`src/rtl/pwm_pair_pkg.sv`:
```
package pwm_pair_pkg;

    localparam int ADDR_W = 3;

    typedef enum logic [ADDR_W-1:0] {
        RA_CTRL = 3'd0,
        RA_PORT = 3'd1,
        RA_PER0 = 3'd2,
        RA_PER1 = 3'd3,
        RA_DTY0 = 3'd4,
        RA_DTY1 = 3'd5,
        RA_CNT0 = 3'd6,
        RA_CNT1 = 3'd7
    } reg_addr_e;

    // bit6 join, bits5:4 center, bits3:2 polarity, bits1:0 enable
    typedef struct packed {
        logic       join_ch;
        logic [1:0] center;
        logic [1:0] pol;
        logic [1:0] en;
    } ctrl_t;

    localparam int CTRL_W = $bits(ctrl_t);

    typedef struct packed {
        logic en;
        logic pol;
        logic center;
    } chan_cfg_t;

    function automatic logic drive_level(input logic past_duty, input logic pol);
        return past_duty ^ pol;
    endfunction

endpackage

```
`src/rtl/pwm_regs.sv`:
```
module pwm_regs
    import pwm_pair_pkg::*;
#(
    parameter int CW = 8
) (
    input  logic                 clk,
    input  logic                 rst,
    input  logic                 wr_en,
    input  logic [ADDR_W-1:0]    addr,
    input  logic [CW-1:0]        wr_data,
    output ctrl_t                ctrl,
    output logic [1:0]           port_bits,
    output logic [1:0][CW-1:0]   per_buf,
    output logic [1:0][CW-1:0]   dty_buf,
    output logic [1:0]           cnt_wr
);

    always_ff @(posedge clk) begin
        if (rst) begin
            ctrl      <= '0;
            port_bits <= '0;
            per_buf   <= '0;
            dty_buf   <= '0;
        end else if (wr_en) begin
            case (reg_addr_e'(addr))
                RA_CTRL: ctrl       <= ctrl_t'(wr_data[CTRL_W-1:0]);
                RA_PORT: port_bits  <= wr_data[1:0];
                RA_PER0: per_buf[0] <= wr_data;
                RA_PER1: per_buf[1] <= wr_data;
                RA_DTY0: dty_buf[0] <= wr_data;
                RA_DTY1: dty_buf[1] <= wr_data;
                default: ;
            endcase
        end
    end

    always_comb begin
        cnt_wr[0] = wr_en && (reg_addr_e'(addr) == RA_CNT0);
        cnt_wr[1] = wr_en && (reg_addr_e'(addr) == RA_CNT1);
    end

endmodule

```
`src/rtl/pwm_core.sv`:
```
module pwm_core
    import pwm_pair_pkg::*;
#(
    parameter int W = 8
) (
    input  logic         clk,
    input  logic         rst,
    input  logic         tick,
    input  chan_cfg_t    cfg,
    input  logic [W-1:0] per_buf,
    input  logic [W-1:0] dty_buf,
    input  logic         clr,
    output logic [W-1:0] cnt,
    output logic         wave
);

    localparam logic [W-1:0] ONE  = W'(1);
    localparam logic [W-1:0] ZERO = '0;

    logic [W-1:0] cnt_q, per_q, dty_q, cnt_n;
    logic         up_q, up_n, roll;

    // next-count logic for both alignments
    always_comb begin
        cnt_n = cnt_q;
        up_n  = up_q;
        roll  = 1'b0;
        if (tick) begin
            if (!cfg.center) begin
                if (per_q == ZERO || cnt_q >= per_q - ONE) begin
                    cnt_n = ZERO;
                    roll  = 1'b1;
                end else begin
                    cnt_n = cnt_q + ONE;
                end
            end else if (up_q) begin
                if (per_q == ZERO) begin
                    cnt_n = ZERO;
                    roll  = 1'b1;
                end else if (cnt_q >= per_q) begin
                    if (cnt_q <= ONE) begin
                        cnt_n = ZERO;
                        roll  = 1'b1;
                    end else begin
                        cnt_n = cnt_q - ONE;
                        up_n  = 1'b0;
                    end
                end else begin
                    cnt_n = cnt_q + ONE;
                end
            end else begin
                if (cnt_q <= ONE) begin
                    cnt_n = ZERO;
                    up_n  = 1'b1;
                    roll  = 1'b1;
                end else begin
                    cnt_n = cnt_q - ONE;
                end
            end
        end
    end

    always_ff @(posedge clk) begin
        if (rst) begin
            cnt_q <= ZERO;
            up_q  <= 1'b1;
            per_q <= ZERO;
            dty_q <= ZERO;
        end else if (!cfg.en || clr) begin
            cnt_q <= ZERO;
            up_q  <= 1'b1;
            per_q <= per_buf;
            dty_q <= dty_buf;
        end else begin
            cnt_q <= cnt_n;
            up_q  <= up_n;
            if (roll) begin
                per_q <= per_buf;
                dty_q <= dty_buf;
            end
        end
    end

    logic past_duty;
    always_comb begin
        past_duty = (dty_q < per_q) && (cnt_q >= dty_q);
        wave      = drive_level(past_duty, cfg.pol);
        cnt       = cnt_q;
    end


    off_hold_chk: assert property (@(posedge clk) disable iff (rst)
        !cfg.en |=> cnt_q == ZERO);


    clr_zero_chk: assert property (@(posedge clk) disable iff (rst)
        clr |=> cnt_q == ZERO);


    no_tick_chk: assert property (@(posedge clk) disable iff (rst)
        cfg.en && !tick && !clr |=> $stable(cnt_q));


    buf_hold_chk: assert property (@(posedge clk) disable iff (rst)
        cfg.en && !clr && !roll |=> $stable(per_q) && $stable(dty_q));


    edge_bound_chk: assert property (@(posedge clk) disable iff (rst)
        cfg.en && !cfg.center && per_q != ZERO |-> cnt_q < per_q);


    center_bound_chk: assert property (@(posedge clk) disable iff (rst)
        cfg.en && cfg.center |-> cnt_q <= per_q);

endmodule

```
`src/rtl/pwm_pair.sv`:
```
module pwm_pair
    import pwm_pair_pkg::*;
#(
    parameter int CW = 8
) (
    input  logic              clk,
    input  logic              rst,
    input  logic              tick,
    input  logic              wr_en,
    input  logic [2:0]        addr,
    input  logic [CW-1:0]     wr_data,
    output logic [CW-1:0]     rd_data,
    output logic [1:0]        pwm_pin
);

    localparam int WW = 2 * CW;

    ctrl_t                ctrl;
    logic [1:0]           port_bits;
    logic [1:0][CW-1:0]   per_buf, dty_buf;
    logic [1:0]           cnt_wr;

    pwm_regs #(.CW(CW)) u_regs (
        .clk       (clk),
        .rst       (rst),
        .wr_en     (wr_en),
        .addr      (addr),
        .wr_data   (wr_data),
        .ctrl      (ctrl),
        .port_bits (port_bits),
        .per_buf   (per_buf),
        .dty_buf   (dty_buf),
        .cnt_wr    (cnt_wr)
    );

    logic [1:0][CW-1:0] cnt_s;
    logic [1:0]         wave_s;
    logic [1:0]         en_s;

    for (genvar i = 0; i < 2; i++) begin : g_split
        chan_cfg_t cfg_s;
        always_comb begin
            en_s[i]      = ctrl.en[i] && !ctrl.join_ch;
            cfg_s.en     = en_s[i];
            cfg_s.pol    = ctrl.pol[i];
            cfg_s.center = ctrl.center[i];
        end
        pwm_core #(.W(CW)) u_core (
            .clk     (clk),
            .rst     (rst),
            .tick    (tick),
            .cfg     (cfg_s),
            .per_buf (per_buf[i]),
            .dty_buf (dty_buf[i]),
            .clr     (cnt_wr[i]),
            .cnt     (cnt_s[i]),
            .wave    (wave_s[i])
        );
    end

    chan_cfg_t     cfg_w;
    logic [WW-1:0] cnt_w;
    logic          wave_w;

    always_comb begin
        cfg_w.en     = ctrl.en[1] && ctrl.join_ch;
        cfg_w.pol    = ctrl.pol[1];
        cfg_w.center = ctrl.center[1];
    end

    pwm_core #(.W(WW)) u_wide (
        .clk     (clk),
        .rst     (rst),
        .tick    (tick),
        .cfg     (cfg_w),
        .per_buf ({per_buf[0], per_buf[1]}),
        .dty_buf ({dty_buf[0], dty_buf[1]}),
        .clr     (|cnt_wr),
        .cnt     (cnt_w),
        .wave    (wave_w)
    );

    always_comb begin
        pwm_pin[0] = en_s[0] ? wave_s[0] : port_bits[0];
        if (ctrl.join_ch)
            pwm_pin[1] = cfg_w.en ? wave_w : port_bits[1];
        else
            pwm_pin[1] = en_s[1] ? wave_s[1] : port_bits[1];
    end

    always_comb begin
        case (reg_addr_e'(addr))
            RA_CTRL: rd_data = {{(CW-CTRL_W){1'b0}}, ctrl};
            RA_PORT: rd_data = {{(CW-2){1'b0}}, port_bits};
            RA_PER0: rd_data = per_buf[0];
            RA_PER1: rd_data = per_buf[1];
            RA_DTY0: rd_data = dty_buf[0];
            RA_DTY1: rd_data = dty_buf[1];
            RA_CNT0: rd_data = ctrl.join_ch ? cnt_w[WW-1:CW] : cnt_s[0];
            RA_CNT1: rd_data = ctrl.join_ch ? cnt_w[CW-1:0]  : cnt_s[1];
            default: rd_data = '0;
        endcase
    end


    pin0_port_chk: assert property (@(posedge clk) disable iff (rst)
        !ctrl.en[0] |-> pwm_pin[0] == port_bits[0]);


    join_pin0_chk: assert property (@(posedge clk) disable iff (rst)
        ctrl.join_ch |-> pwm_pin[0] == port_bits[0]);

endmodule

```
`config.mk`:
```
export PLATFORM = sky130hd
export DESIGN_NAME = pwm_pair
export DESIGN_NICKNAME = d
export VERILOG_FILES = /design/src/rtl/pwm_pair_pkg.sv /design/src/rtl/pwm_regs.sv /design/src/rtl/pwm_core.sv /design/src/rtl/pwm_pair.sv
export SDC_FILE = /design/constraint.sdc
export NUM_CORES = 1
export LEC_CHECK = 0
export ABC_AREA = 1
export BUFFER_PORTS_ARGS = -buffer_cell sky130_fd_sc_hd__clkbuf_2
export CORE_MARGIN = 2
export CORE_UTILIZATION = 50
export CTS_BUF_LIST = sky130_fd_sc_hd__clkbuf_4 sky130_fd_sc_hd__clkbuf_8 sky130_fd_sc_hd__clkbuf_16
export CTS_CLUSTER_SIZE = 12
export DETAILED_ROUTE_END_ITERATION = 8
export GPL_TIMING_DRIVEN = 0
export HOLD_SLACK_MARGIN = 0.03
export PLACE_DENSITY = 0.76
export SLEW_MARGIN = 10
export SYNTH_ARGS = -nofsm -noshare
export SYNTH_HDL_FRONTEND = slang
export SYNTH_SLANG_ARGS = --single-unit
```
`constraint.sdc`:
```
create_clock -name clk -period 2.95 [get_ports clk]
set_input_delay 0.1475 -clock clk [delete_from_list [all_inputs] [get_ports clk]]
set_output_delay 0.1475 -clock clk [all_outputs]
set_load 0.1 [all_outputs]
```
==> results of run 1 <==
## report_power, final
| group | switching [mW] | internal [mW] | leakage, nW | total [mW] |
|---|---|---|---|---|
| clock | 0.860 | 1.50 | 0.308 | 2.36 |
| sequential | 0.0545 | 1.93 | 1.14 | 1.99 |
| combinational | 0.691 | 0.405 | 4.71 | 1.10 |
## metal layers
metal | vias to the layer above | wire [um]
met2 | 609 | 17500
met4 | 0 | 2190
li1 | 5765 | -
met1 | 5624 | 15800
met3 | 148 | 2970
met5 | - | 0
## worst max-delay path, delay by kind of cell (launching register included)
| kind | cells | cell delay [ns] |
|---|---|---|
| fa+ha+maj | 1 | 0.28 |
| buf+inv | 5 | 0.60 |
| flops | 1 | 0.36 |
| simple gates | 14 | 1.82 |
| xor+xnor | 1 | 0.16 |
## cell families (layout without fill, tap and decap cells)
group           count (synthesis)  in the layout
xor+xnor                       61             61
flops                         140            140
simple gates                  699            699
buf+inv                       287            372
compound gates                363            363
fa+ha+maj                     138            138
## placed cells by master, fill, tap and decap left out, types with 8 or more instances in the layout
cell type,n
inv_1,200
ha_1,132
a21oi_2,21
nand3_1,96
buf_2,11
inv_2,20
nand2_1,267
clkbuf_1,33
a21oi_1,155
nor2_2,11
xor2_1,54
a221oi_1,9
o22ai_1,8
dfxtp_1,128
buf_4,22
dfxtp_2,11
nand2_2,10
a21oi_4,17
nor2_1,196
clkbuf_16,20
nand3_2,30
buf_6,9
nand4_1,27
clkbuf_2,23
nor3_1,24
o21ai_0,114
## worst min path at each step
stage / start / end / slack [ns] / depth (start not counted)
3_3_place_gp: wr_data[7] / u_regs.per_buf[7] / 0.46 / 3
3_5_place_dp: wr_data[7] / u_regs.per_buf[7] / 0.46 / 3
4_1_cts: wr_data[5] / u_regs.per_buf[5] / 0.05 / 3
2_1_floorplan: wr_data[0] / u_regs.port_bits[0] / 0.28 / 2
6_report: wr_data[5] / u_regs.per_buf[5] / 0.06 / 3
5_1_grt: wr_data[5] / u_regs.per_buf[5] / 0.05 / 3
## cell type report
cell class | instances | area (um2) | share of cell area, %
timing repair buffer | 54 | 455 | 3.40
tap | 285 | 357 | 2.66
clock buffer | 21 | 480 | 3.58
buffer | 59 | 350 | 2.61
clock inverter | 10 | 161 | 1.20
multi-input combinational | 1261 | 7920 | 59.0
inverter | 228 | 871 | 6.49
sequential | 140 | 2820 | 21.0
## sequential cells by signal, indices dropped and copies added (netlist names), 2 cells and up
signal                flops
u_regs.ctrl               7
g_split.u_core.per_q     16
u_regs.per_buf           16
u_regs.port_bits          2
g_split.u_core.dty_q     16
g_split.u_core.cnt       16
u_wide.dty_q             16
u_wide.per_q             16
g_split.u_core.up_q       2
u_wide.cnt               16
u_regs.dty_buf           16
## per-stage QoR
step / std cells / setup slack [ns]
floorplan: 1688 / 0.0438
global placement: 1996 / -0.571
detailed placement: 1996 / -0.693
CTS: 2044 / -0.193
global route: 2058 / -0.511
finish: 2058 / -0.361
## what timing repair did
action / 4_1_cts / 5_1_grt
hold buffers: 1 / 0
endpoints found under the setup margin: 59 / 83
endpoints found under the hold margin: 1 / 0
gates resized for setup: 60 / 121
buffers inserted: 15 / 11
gates cloned: 2 / 3
pin swaps: 22 / 43
==> qor.txt, run 1 <==
Status: finished with violations
Failing checks: negative setup slack
Pwr Total: 5.44 mW
Final Cell Area: 13400 um2
RR Startpoint: u_wide.per_q[4]
Async set-reset flop share out of synthesis: 0%
Initial antenna violation count: 0
Total CTS buffers: 17
Setup-failing EPs final: 48
Worst Tran Pin Value: 1.16 ns
Crit Reg-Reg Endpoint: u_wide.dty_q[5]
Max-Cap Viols: 0
EDFF count, synth: 0
Initial core utilization: 50.4%
Top cells by area, synth: dfxtp_1 25%, ha_1 15%, nand2_1 9.1%
Syn. warnings: 0
Clock latency on the worst-skew pair: 0.44 ns
Fin. Hold Viols: 0
Setup tns final: -11.75 ns
Pre-antenna DRT Iters: 6
GPL Wtd Cong: 1.00
Post-Syn Nets: 1841
R2R cell count: 21
Post-Synth Adder-Cell Area: 15.3%
Hpwl dp: 28200 um
Sequential fraction of the synthesis area: 24.8%
Max-slew violations: 0
Diodes inserted: 0
Port buffer count: 23
M1 GR Usage: 39.0%
LEAKAGE: 6.16 nW
Worst-case clock buffer depth: 2
GR Overflow Total: 0
Distinct cell type count after synthesis: 45
Core Box Area: 22400 um2
Largest net degree at the start of global routing: 17
Share of the synthesized area in the top cell type: 24.8%
Layout area overhead: 18.7%
Largest family of logic cells by synthesized area: simple AND/OR/NAND/NOR gates
Worst Setup EP: u_wide.dty_q[5]
Setup crit start kind: flop
Synthesized flop and latch total: 140
R2R Setup Slk: -0.36 ns
Met2 Use GR: 52.0%
Die H: 154 um
Nets: 1914
FMAX: 302 MHz
Multiplexer area fraction after synthesis: 0%
Share of cells above drive strength 1: 15.5%
CP arrival: 3.68 ns
Max H-tree Level: 4
First-pass GRT wire length: 58400 um
CTS tree: done
Synth area leader: dfxtp_1
# fillers: 2019
Most frequent cell after synthesis: nand2_1
Met3 global-route usage: 4.12%
Final Skew: 0.00721 ns
CP endpoint kind: flop
Synth Area in Compound Gates: 17.2%
Mapped cell area: 11300 um2
CP max-delay cell: dfxtp_4
Clock transition at the registers of the reported paths: 0.06 ns
Placed Area: 11800 um2
Syn_area_per_cell: 6.70 um2
Vias per cell: 5.90
Avg WL per Cell: 18.7 um
Commonest cells post-synth: 273 x nand2_1, 213 x inv_1, 210 x nor2_1
CTS root buffer: clkbuf_16
Clock net sink count: 140
Final Hold Slack: 0.0578 ns
Synthesized instance count: 1688
Critical-path cell list: nor2_4, inv_2, nor4_4, nand3_2, nor2_4, nand3_2, xor2_1, inv_1, ha_4, nand2_4, inv_4, nand3_4, nor2_4, nand3_2, nand4_1, nand3_4, clkbuf_16, clkbuf_16, nand3_2, nand2_1, nor2_1
Drt initial violations: 1236
Die area: 23800 um2
Final Worst Setup Slack: -0.361 ns
DRT Wirelength: 38400 um
CP dominant cell by count: nand3_2
Final period utilization: 112%
Die W: 154 um
Crit Path Category: flop to flop
Row cnt: 55
Residual DRC count: 0
Req. time, crit path: 3.32 ns
CP Max Fanout: 5
Critical Path Source: u_wide.per_q[4]
Min Tclk post-route: 3.31 ns
XOR/XNOR Fraction of Synth Area: 4.73%
Slew headroom: 22.8%
I/O Pins: 25
DR vias: 12100
Total Routing Usage GR: 31.0%
Vias in the first global route: 11200
Fin util: 59.8%
Worst path max stage delay: 0.36 ns
Main synth FF type: dfxtp_1
Power Density: 406 nW/um2
Worst hold path type: primary input to flop
Antenna-violating nets left: 0
RSZ-0062 raised after global routing: true
Post-Synth Simple-Gate Area: 27.7%
Grt peak-use layer: met2
Maximum vdd drop: 399 uV
No activity file was read; power rests on OpenSTA's default activity.
==> run 2: changes to the inputs <==
SYNTH_HIERARCHICAL = 1   (was default)
clock period = 2.87 ns   (was 2.95 ns; I/O delays follow)
==> run 2 against run 1 <==
Compared with the run above:
- the run still ends with negative setup slack left
- global-route usage down 1.4 points
- sequential cell count did not move
- worst hold slack improved by 0.051 ns
- register-to-register slack worse by 0.03 ns
- critical path type unchanged
- critical endpoint is now u_wide/dty_q[3]
==> qor.txt, run 2 <==
Port buffer count: 24 (+4.3%)
Internal Power: 3.74 mW (-2.5%)
GR Overflow Total: 0 (unchanged)
Core Box Area: 25100 um2 (+12%)
Vias in the first global route: 12600 (+13%)
Power Density: 392 nW/um2 (-3.3%)
Failing checks: negative setup slack
I/O Pins: 25 (unchanged)
Maximum vdd drop: 325 uV (-18%)
Async set-reset flop share out of synthesis: 0% (unchanged)
Hpwl dp: 28900 um (+2.7%)
Main synth FF type: dfxtp_1
EDFF count, synth: 0 (unchanged)
Dpl cells: 2335 (+17%)
DR vias: 13500 (+12%)
Clock net sink count: 140 (unchanged)
Worst hold path type: primary input to flop
Status: finished with violations
Layout area overhead: 16.6%
Critical Path Source: u_wide/per_q[1]
Req. time, crit path: 3.19 ns (-0.13 ns)
Worst-case clock buffer depth: 2 (unchanged)
Synthesized instance count: 1981 (+17%)
CP max-delay cell: dfxtp_2
First-pass GRT wire length: 63200 um (+8.2%)
Sw Pwr: 2.07 mW (+29%)
Total CTS buffers: 17 (unchanged)
Antenna-violating nets left: 0 (unchanged)
Distinct cell type count after synthesis: 36 (-20%)
Most frequent cells in the layout: 483 x nand2_1, 238 x inv_1, 236 x nor2_1
Worst Hold Launch: wr_data[7]
Nets: 2215 (+16%)
# fillers: 2385 (+18%)
R2R cell count: 20 (-4.8%)
Placement Setup Slack: -0.709 ns (-0.0160 ns)
Slew headroom: 42.1% (+19 points)
LEAKAGE: 7.40 nW (+20%)
Sw Share: 35.6% (+6.1 points)
Diodes inserted: 0 (unchanged)
Final Cell Area: 14800 um2 (+11%)
Final Skew: 0.0134 ns (+0.00618 ns)
Sequential fraction of the synthesis area: 22.0% (-2.8 points)
Max-slew violations: 0 (unchanged)
FF+latch area: 2820 um2 (+0.13%)
Fin util: 59.0% (-0.74 points)
Max H-tree Level: 4 (unchanged)
Reg power frac: 35.4% (-1.1 points)
Syn. warnings: 6 (+6)
Die W: 163 um (+5.9%)
Multi-input logic area: 8910 um2 (+13%)
Most frequent cell after synthesis: nand2_1
Final Worst Setup Slack: -0.392 ns (-0.0310 ns)
Post-Syn Nets: 2134 (+16%)
Fin. Hold Viols: 0 (unchanged)
FMAX: 307 MHz (+1.5%)
Crit path buffers/inverters: 6 (+1)
Total Routing Usage GR: 29.6% (-1.4 points)
Comb pwr share: 25.6% (+5.5 points)
Crit Reg-Reg Endpoint: u_wide/dty_q[3]
Worst Setup EP: u_wide/dty_q[3]
Commonest cells post-synth: 497 x nand2_1, 249 x inv_1, 244 x nor2_1
Share of cells above drive strength 1: 17.2% (+1.7 points)
Initial antenna violation count: 0 (unchanged)
Vias per cell: 5.63 (-4.6%)
Min Tclk post-route: 3.26 ns (-0.0490 ns)
CP endpoint kind: flop
Final period utilization: 114% (+1.4 points)
Worst Tran Pin Value: 0.867 ns (-0.292 ns)
Synth area leader: dfxtp_1
Crit Path Category: flop to flop
Commonest non-fill, non-tap cell in the layout: nand2_1
RR Startpoint: u_wide/per_q[1]
CTS root buffer: clkbuf_16
Top cells by area, synth: dfxtp_1 22%, nand2_1 15%, ha_1 14%
GPL Wtd Cong: 0.970 (-3.2%)
Fin cells: 2405 (+17%)
Clock transition at the registers of the reported paths: 0.08 ns (+0.02 ns)
Setup crit start kind: flop
Pre-antenna DRT Iters: 5 (-1)
Share of the synthesized area in the top cell type: 22.0% (-2.8 points)
DRT Wirelength: 40100 um (+4.3%)
Synthesized flop and latch total: 140 (unchanged)
Clock network power share: 39.0% (-4.3 points)
Largest net degree at the start of global routing: 19 (+2)
Clock latency on the worst-skew pair: 0.44 ns (about the same)
Worst path max stage delay: 0.33 ns (-0.03 ns)
Mapped cell area: 12700 um2 (+13%)
Initial core utilization: 50.7% (+0.27 points)
Setup-failing EPs final: 48 (unchanged)
CP Max Fanout: 5 (unchanged)
Residual DRC count: 0 (unchanged)
Die area: 26700 um2 (+12%)
R2R Setup Slk: -0.39 ns (-0.03 ns)
Max-Cap Viols: 0 (unchanged)
Levels on crit path: 20 (-4.8%)
RSZ-0062 raised after global routing: true
CTS tree: done
Row cnt: 58 (+5.5%)
Die H: 163 um (+5.9%)
CP top delay family: simple AND/OR/NAND/NOR gates
Critical-path cell list: inv_4, ha_4, inv_4, nor4_4, nand4_1, nor4_2, xor2_1, inv_1, ha_1, nand2_2, inv_2, nand3_4, nor2_4, nand3_2, nand4_1, nand3_4, clkbuf_16, buf_12, a21oi_2, nor2_1
Syn_area_per_cell: 6.42 um2 (-4.1%)
CP arrival: 3.58 ns (-0.10 ns)
Drt initial violations: 1219 (-1.4%)
Avg WL per Cell: 16.7 um (-11%)
Placed Area: 13300 um2 (+13%)
run 2: changes by cell type after synthesis, moves of 33 or more:
cell     delta
a21oi_1    -33
inv_1      +36
nand3_1    +73
o21ai_0    -71
nand2_1   +224
nor2_1     +34
run 2: worst min-delay path, stage by stage:
cell and delay, ns:
clkbuf_2 0.08, inv_1 0.08, nand3_1 0.10, nand2_1 0.05, nor2_1 0.07
run 2: layout make-up:
cell class | instances | area share, %
clock buffers | 17 | 2.87
plain buffers | 66 | 3.64
repair buffers | 62 | 3.53
clock inverters | 15 | 1.26
flip-flops and latches | 140 | 19.0
inverters | 264 | 6.78
multi-input cells | 1511 | 60.1
well taps | 330 | 2.78
run 2: power groups by stage:
| stage | logic (mW) | clock network [mW] | registers, mW |
|---|---|---|---|
| after global routing | 1.61 | 2.40 | 2.06 |
| after floorplan | 0.916 | 0 | 2.06 |
| after global placement | 1.16 | 0 | 2.10 |
| final | 1.49 | 2.27 | 2.06 |
| after detailed placement | 1.19 | 0 | 2.10 |
| after CTS | 1.35 | 2.30 | 2.05 |
run 2: cells by family (layout without fill, tap and decap cells):
group           count (synthesis)  in the layout  share of synthesized area, %
flops                         140            140                          22.0
compound gates                226            226                          9.34
xor+xnor                       63             63                          4.34
fa+ha+maj                     138            138                          13.6
buf+inv                       330            424                          11.4
simple gates                 1084           1084                          39.3
run 2: worst min path at each step:
stage                     cells past startpoint  slack (ns)                 end
after floorplan                               3        0.33  u_regs/per_buf[10]
after global placement                        2        0.50         u_wide/up_q
after detailed placement                      2        0.51      u_regs/ctrl[0]
after CTS                                     5         0.1   u_regs/dty_buf[7]
after global routing                          5        0.12   u_regs/dty_buf[7]
final                                         5        0.11   u_regs/dty_buf[7]
run 2: repair_timing:
| item | 4_1_cts | 5_1_grt |
|---|---|---|
| endpoints found under the setup margin | 49 | 88 |
| hold buffers | 0 | 0 |
| pin swaps | 27 | 36 |
| buffers inserted | 22 | 14 |
| cloned | 2 | 3 |
| gates resized for setup | 95 | 64 |
run 2: per-stage QoR:
| step | setup TNS [ns] | total power [mW] | hold WS [ns] |
|---|---|---|---|
| 2_1_floorplan | 0 | 2.98 | 0.330 |
| 3_3_place_gp | -25.73 | 3.25 | 0.497 |
| 3_5_place_dp | -29.89 | 3.28 | 0.509 |
| 4_1_cts | -13.71 | 5.70 | 0.0978 |
| 5_1_grt | -24.23 | 6.07 | 0.124 |
| 6_report | -15.01 | 5.81 | 0.109 |
run 2: layer usage:
metal  track usage, %  wire (um)
met3             4.39       2830
met5                0          0
met2             50.5      19000
met1             37.7      16900
met4             11.6       1360
==> run 3: changes to the inputs <==
BUFFER_PORTS_ARGS = default   (was -buffer_cell sky130_fd_sc_hd__clkbuf_2)
DONT_BUFFER_PORTS = 1   (was default)
==> run 3 against run 2 <==
Compared with the run above:
- the run ends with design-rule violations, negative setup slack left
- sequential share of layout area grew 0.37 points
- first-iteration DRC count rose by 6.5%
- setup slack gained 0.090 ns
- largest power group unchanged
- clock power shrank 2%
- non-clock buffer count decreased by 12
- core utilization fell by 1.1 points
==> qor.txt, run 3 (synthesis results as in run 2) <==
CTS tree: done
Die area: 26700 um2 (unchanged)
Final Skew: 0.0214 ns (+0.00802 ns)
Slew headroom: 21.2% (-21 points)
Layout area overhead: 14.4%
Clock transition at the registers of the reported paths: 0.08 ns (about the same)
GR Overflow Total: 0 (unchanged)
Clock latency on the worst-skew pair: 0.45 ns (about the same)
Maximum vdd drop: 348 uV (+7.0%)
Failing checks: design-rule violations, negative setup slack
DRT Wirelength: 40400 um (+0.75%)
Die H: 163 um (unchanged)
RSZ-0062 raised after global routing: true
Worst Hold Launch: addr[0]
Power Density: 390 nW/um2 (-0.53%)
Crit Path Category: flop to flop
Worst hold path type: primary input to flop
Vias per cell: 5.61 (-0.36%)
Max-slew violations: 0 (unchanged)
Vias in the first global route: 12300 (-2.2%)
Fin util: 58.0% (-1.1 points)
FMAX: 315 MHz (+2.8%)
Fin cells: 2393 (-0.50%)
CTS root buffer: clkbuf_16
# fillers: 2416 (+1.3%)
DR vias: 13400 (-0.86%)
Avg WL per Cell: 16.9 um (+1.3%)
Residual DRC count: 1 (+1)
Req. time, crit path: 3.23 ns (+0.04 ns)
Pre-antenna DRT Iters: 7 (+2)
Hpwl dp: 28900 um (-0.14%)
Row cnt: 58 (unchanged)
Setup-failing EPs final: 47 (-2.1%)
Worst-case clock buffer depth: 2 (unchanged)
First-pass GRT wire length: 63100 um (about the same)
Nets: 2203 (-0.54%)
CP dominant cell by count: nand3_2
CP max-delay cell: dfxtp_4
Commonest non-fill, non-tap cell in the layout: nand2_1
Most frequent cells in the layout: 490 x nand2_1, 237 x nor2_1, 235 x inv_1
Initial core utilization: 50.7% (unchanged)
Initial antenna violation count: 0 (unchanged)
RR Startpoint: u_wide/per_q[3]
Levels on crit path: 23 (+15%)
Largest net degree at the start of global routing: 17 (-2)
Max-Cap Viols: 0 (unchanged)
Core Box Area: 25100 um2 (unchanged)
Final Worst Setup Slack: -0.302 ns (+0.0904 ns)
Crit path buffers/inverters: 7 (+1)
Setup crit start kind: flop
Diodes inserted: 0 (unchanged)
Multi-input logic area: 8780 um2 (-1.4%)
Critical-path cell list: buf_6, nor3_4, nand2_2, inv_2, nand4_1, nor2_2, nand3_1, xor2_1, inv_1, ha_4, nand2_2, inv_2, nand3_4, nor2_4, nand3_2, nand4_1, nand3_2, buf_12, buf_12, buf_8, nand3_2, nand2_1, nor2_1
Antenna-violating nets left: 0 (unchanged)
Die W: 163 um (unchanged)
Final period utilization: 111% (-3.1 points)
R2R Setup Slk: -0.30 ns (+0.09 ns)
Min Tclk post-route: 3.17 ns (-0.0904 ns)
CP Max Fanout: 8 (+3)
CP arrival: 3.54 ns (-0.04 ns)
Total Routing Usage GR: 29.8% (+0.18 points)
Hold Path Stages: 4 (-1)
FF+latch area: 2830 um2 (about the same)
Final Cell Area: 14600 um2 (-1.8%)
Dpl cells: 2311 (-1.0%)
I/O Pins: 25 (unchanged)
Crit Reg-Reg Endpoint: u_wide/per_q[1]
Drt initial violations: 1298 (+6.5%)
Placed Area: 13200 um2 (-0.91%)
CP endpoint kind: flop
Worst Hold End: u_regs/port_bits[0]
Fin. Hold Viols: 0 (unchanged)
Max H-tree Level: 4 (unchanged)
Worst path max stage delay: 0.36 ns (+0.03 ns)
CP top delay family: simple AND/OR/NAND/NOR gates
Port buffer count: 0 (-100%)
LEAKAGE: 7.19 nW (-2.9%)
GPL Wtd Cong: 0.981 (+1.2%)
R2R cell count: 23 (+15%)
Clock net sink count: 140 (unchanged)
Share of cells above drive strength 1: 14.7% (-2.5 points)
Worst Tran Pin Value: 1.18 ns (+0.313 ns)
Status: finished with violations
Total CTS buffers: 17 (unchanged)
## run 3: cell types whose count changed in the layout (fill, tap and decap cells not counted), moves of 8 or more
cell and delta:
dlygate4sd3_1 +12, nand3_2 -8, clkbuf_2 -21, nand3_1 +9, a21oi_1 +17, a21oi_2 -20
## run 3: layout make-up
type                       instances  share of cell area, %
buffer                            65                   3.40
clock buffer                      17                   2.92
clock inverter                    15                   1.04
inverter                         264                   6.89
multi-input combinational       1511                   60.4
sequential                       140                   19.4
tap                              330                   2.84
timing repair buffer              51                   3.14
## run 3: worst register-to-register path, delay by kind of cell, from the launching register on
kind,cells,cell delay [ns]
simple gates,14,1.55
buf+inv,7,0.78
flops,1,0.36
fa+ha+maj,1,0.27
xor+xnor,1,0.15
## run 3: worst max-delay path by stage
stage	startpoint	to
2_1_floorplan	u_wide/per_q[2]	u_wide/per_q[7]
3_5_place_dp	u_wide/per_q[2]	u_wide/dty_q[3]
4_1_cts	u_wide/per_q[2]	u_wide/per_q[1]
5_1_grt	u_wide/per_q[3]	u_wide/per_q[1]
3_3_place_gp	u_wide/per_q[2]	u_wide/dty_q[3]
6_report	u_wide/per_q[3]	u_wide/per_q[1]
## run 3: power by group
group	internal [mW]	switching [mW]	leakage [nW]
registers	1.99	0.0712	1.14
clock network	1.16	1.07	0.270
logic	0.513	0.884	5.78
total	3.65	2.02	7.19
## run 3: repair_timing
action / in CTS / in global routing
buffers inserted: 28 / 14
gates cloned: 2 / 0
hold buffers: 12 / 0
resized for setup: 77 / 40
pin swaps: 19 / 19
endpoints found under the hold margin: 35 / 0
setup endpoints to repair: 50 / 86
## run 3: metrics by stage
step | setup slack [ns] | hold WS (ns) | power, mW | setup TNS (ns)
2_1_floorplan | 0.00462 | 0.330 | 2.98 | 0
6_report | -0.302 | 0.0349 | 5.67 | -8.80
3_3_place_gp | -0.689 | 0.362 | 3.23 | -27.48
3_5_place_dp | -0.670 | 0.368 | 3.26 | -28.22
4_1_cts | -0.256 | 0.0361 | 5.62 | -7.70
5_1_grt | -0.476 | 0.0571 | 5.89 | -16.69
## run 3: per-layer routing
metal	track usage [%]	up-vias	wire length, um
li1	-	6544	-
met1	38.1	6180	16800
met2	50.4	598	19100
met3	4.85	109	3200
met4	11.2	0	1350
met5	0	-	0
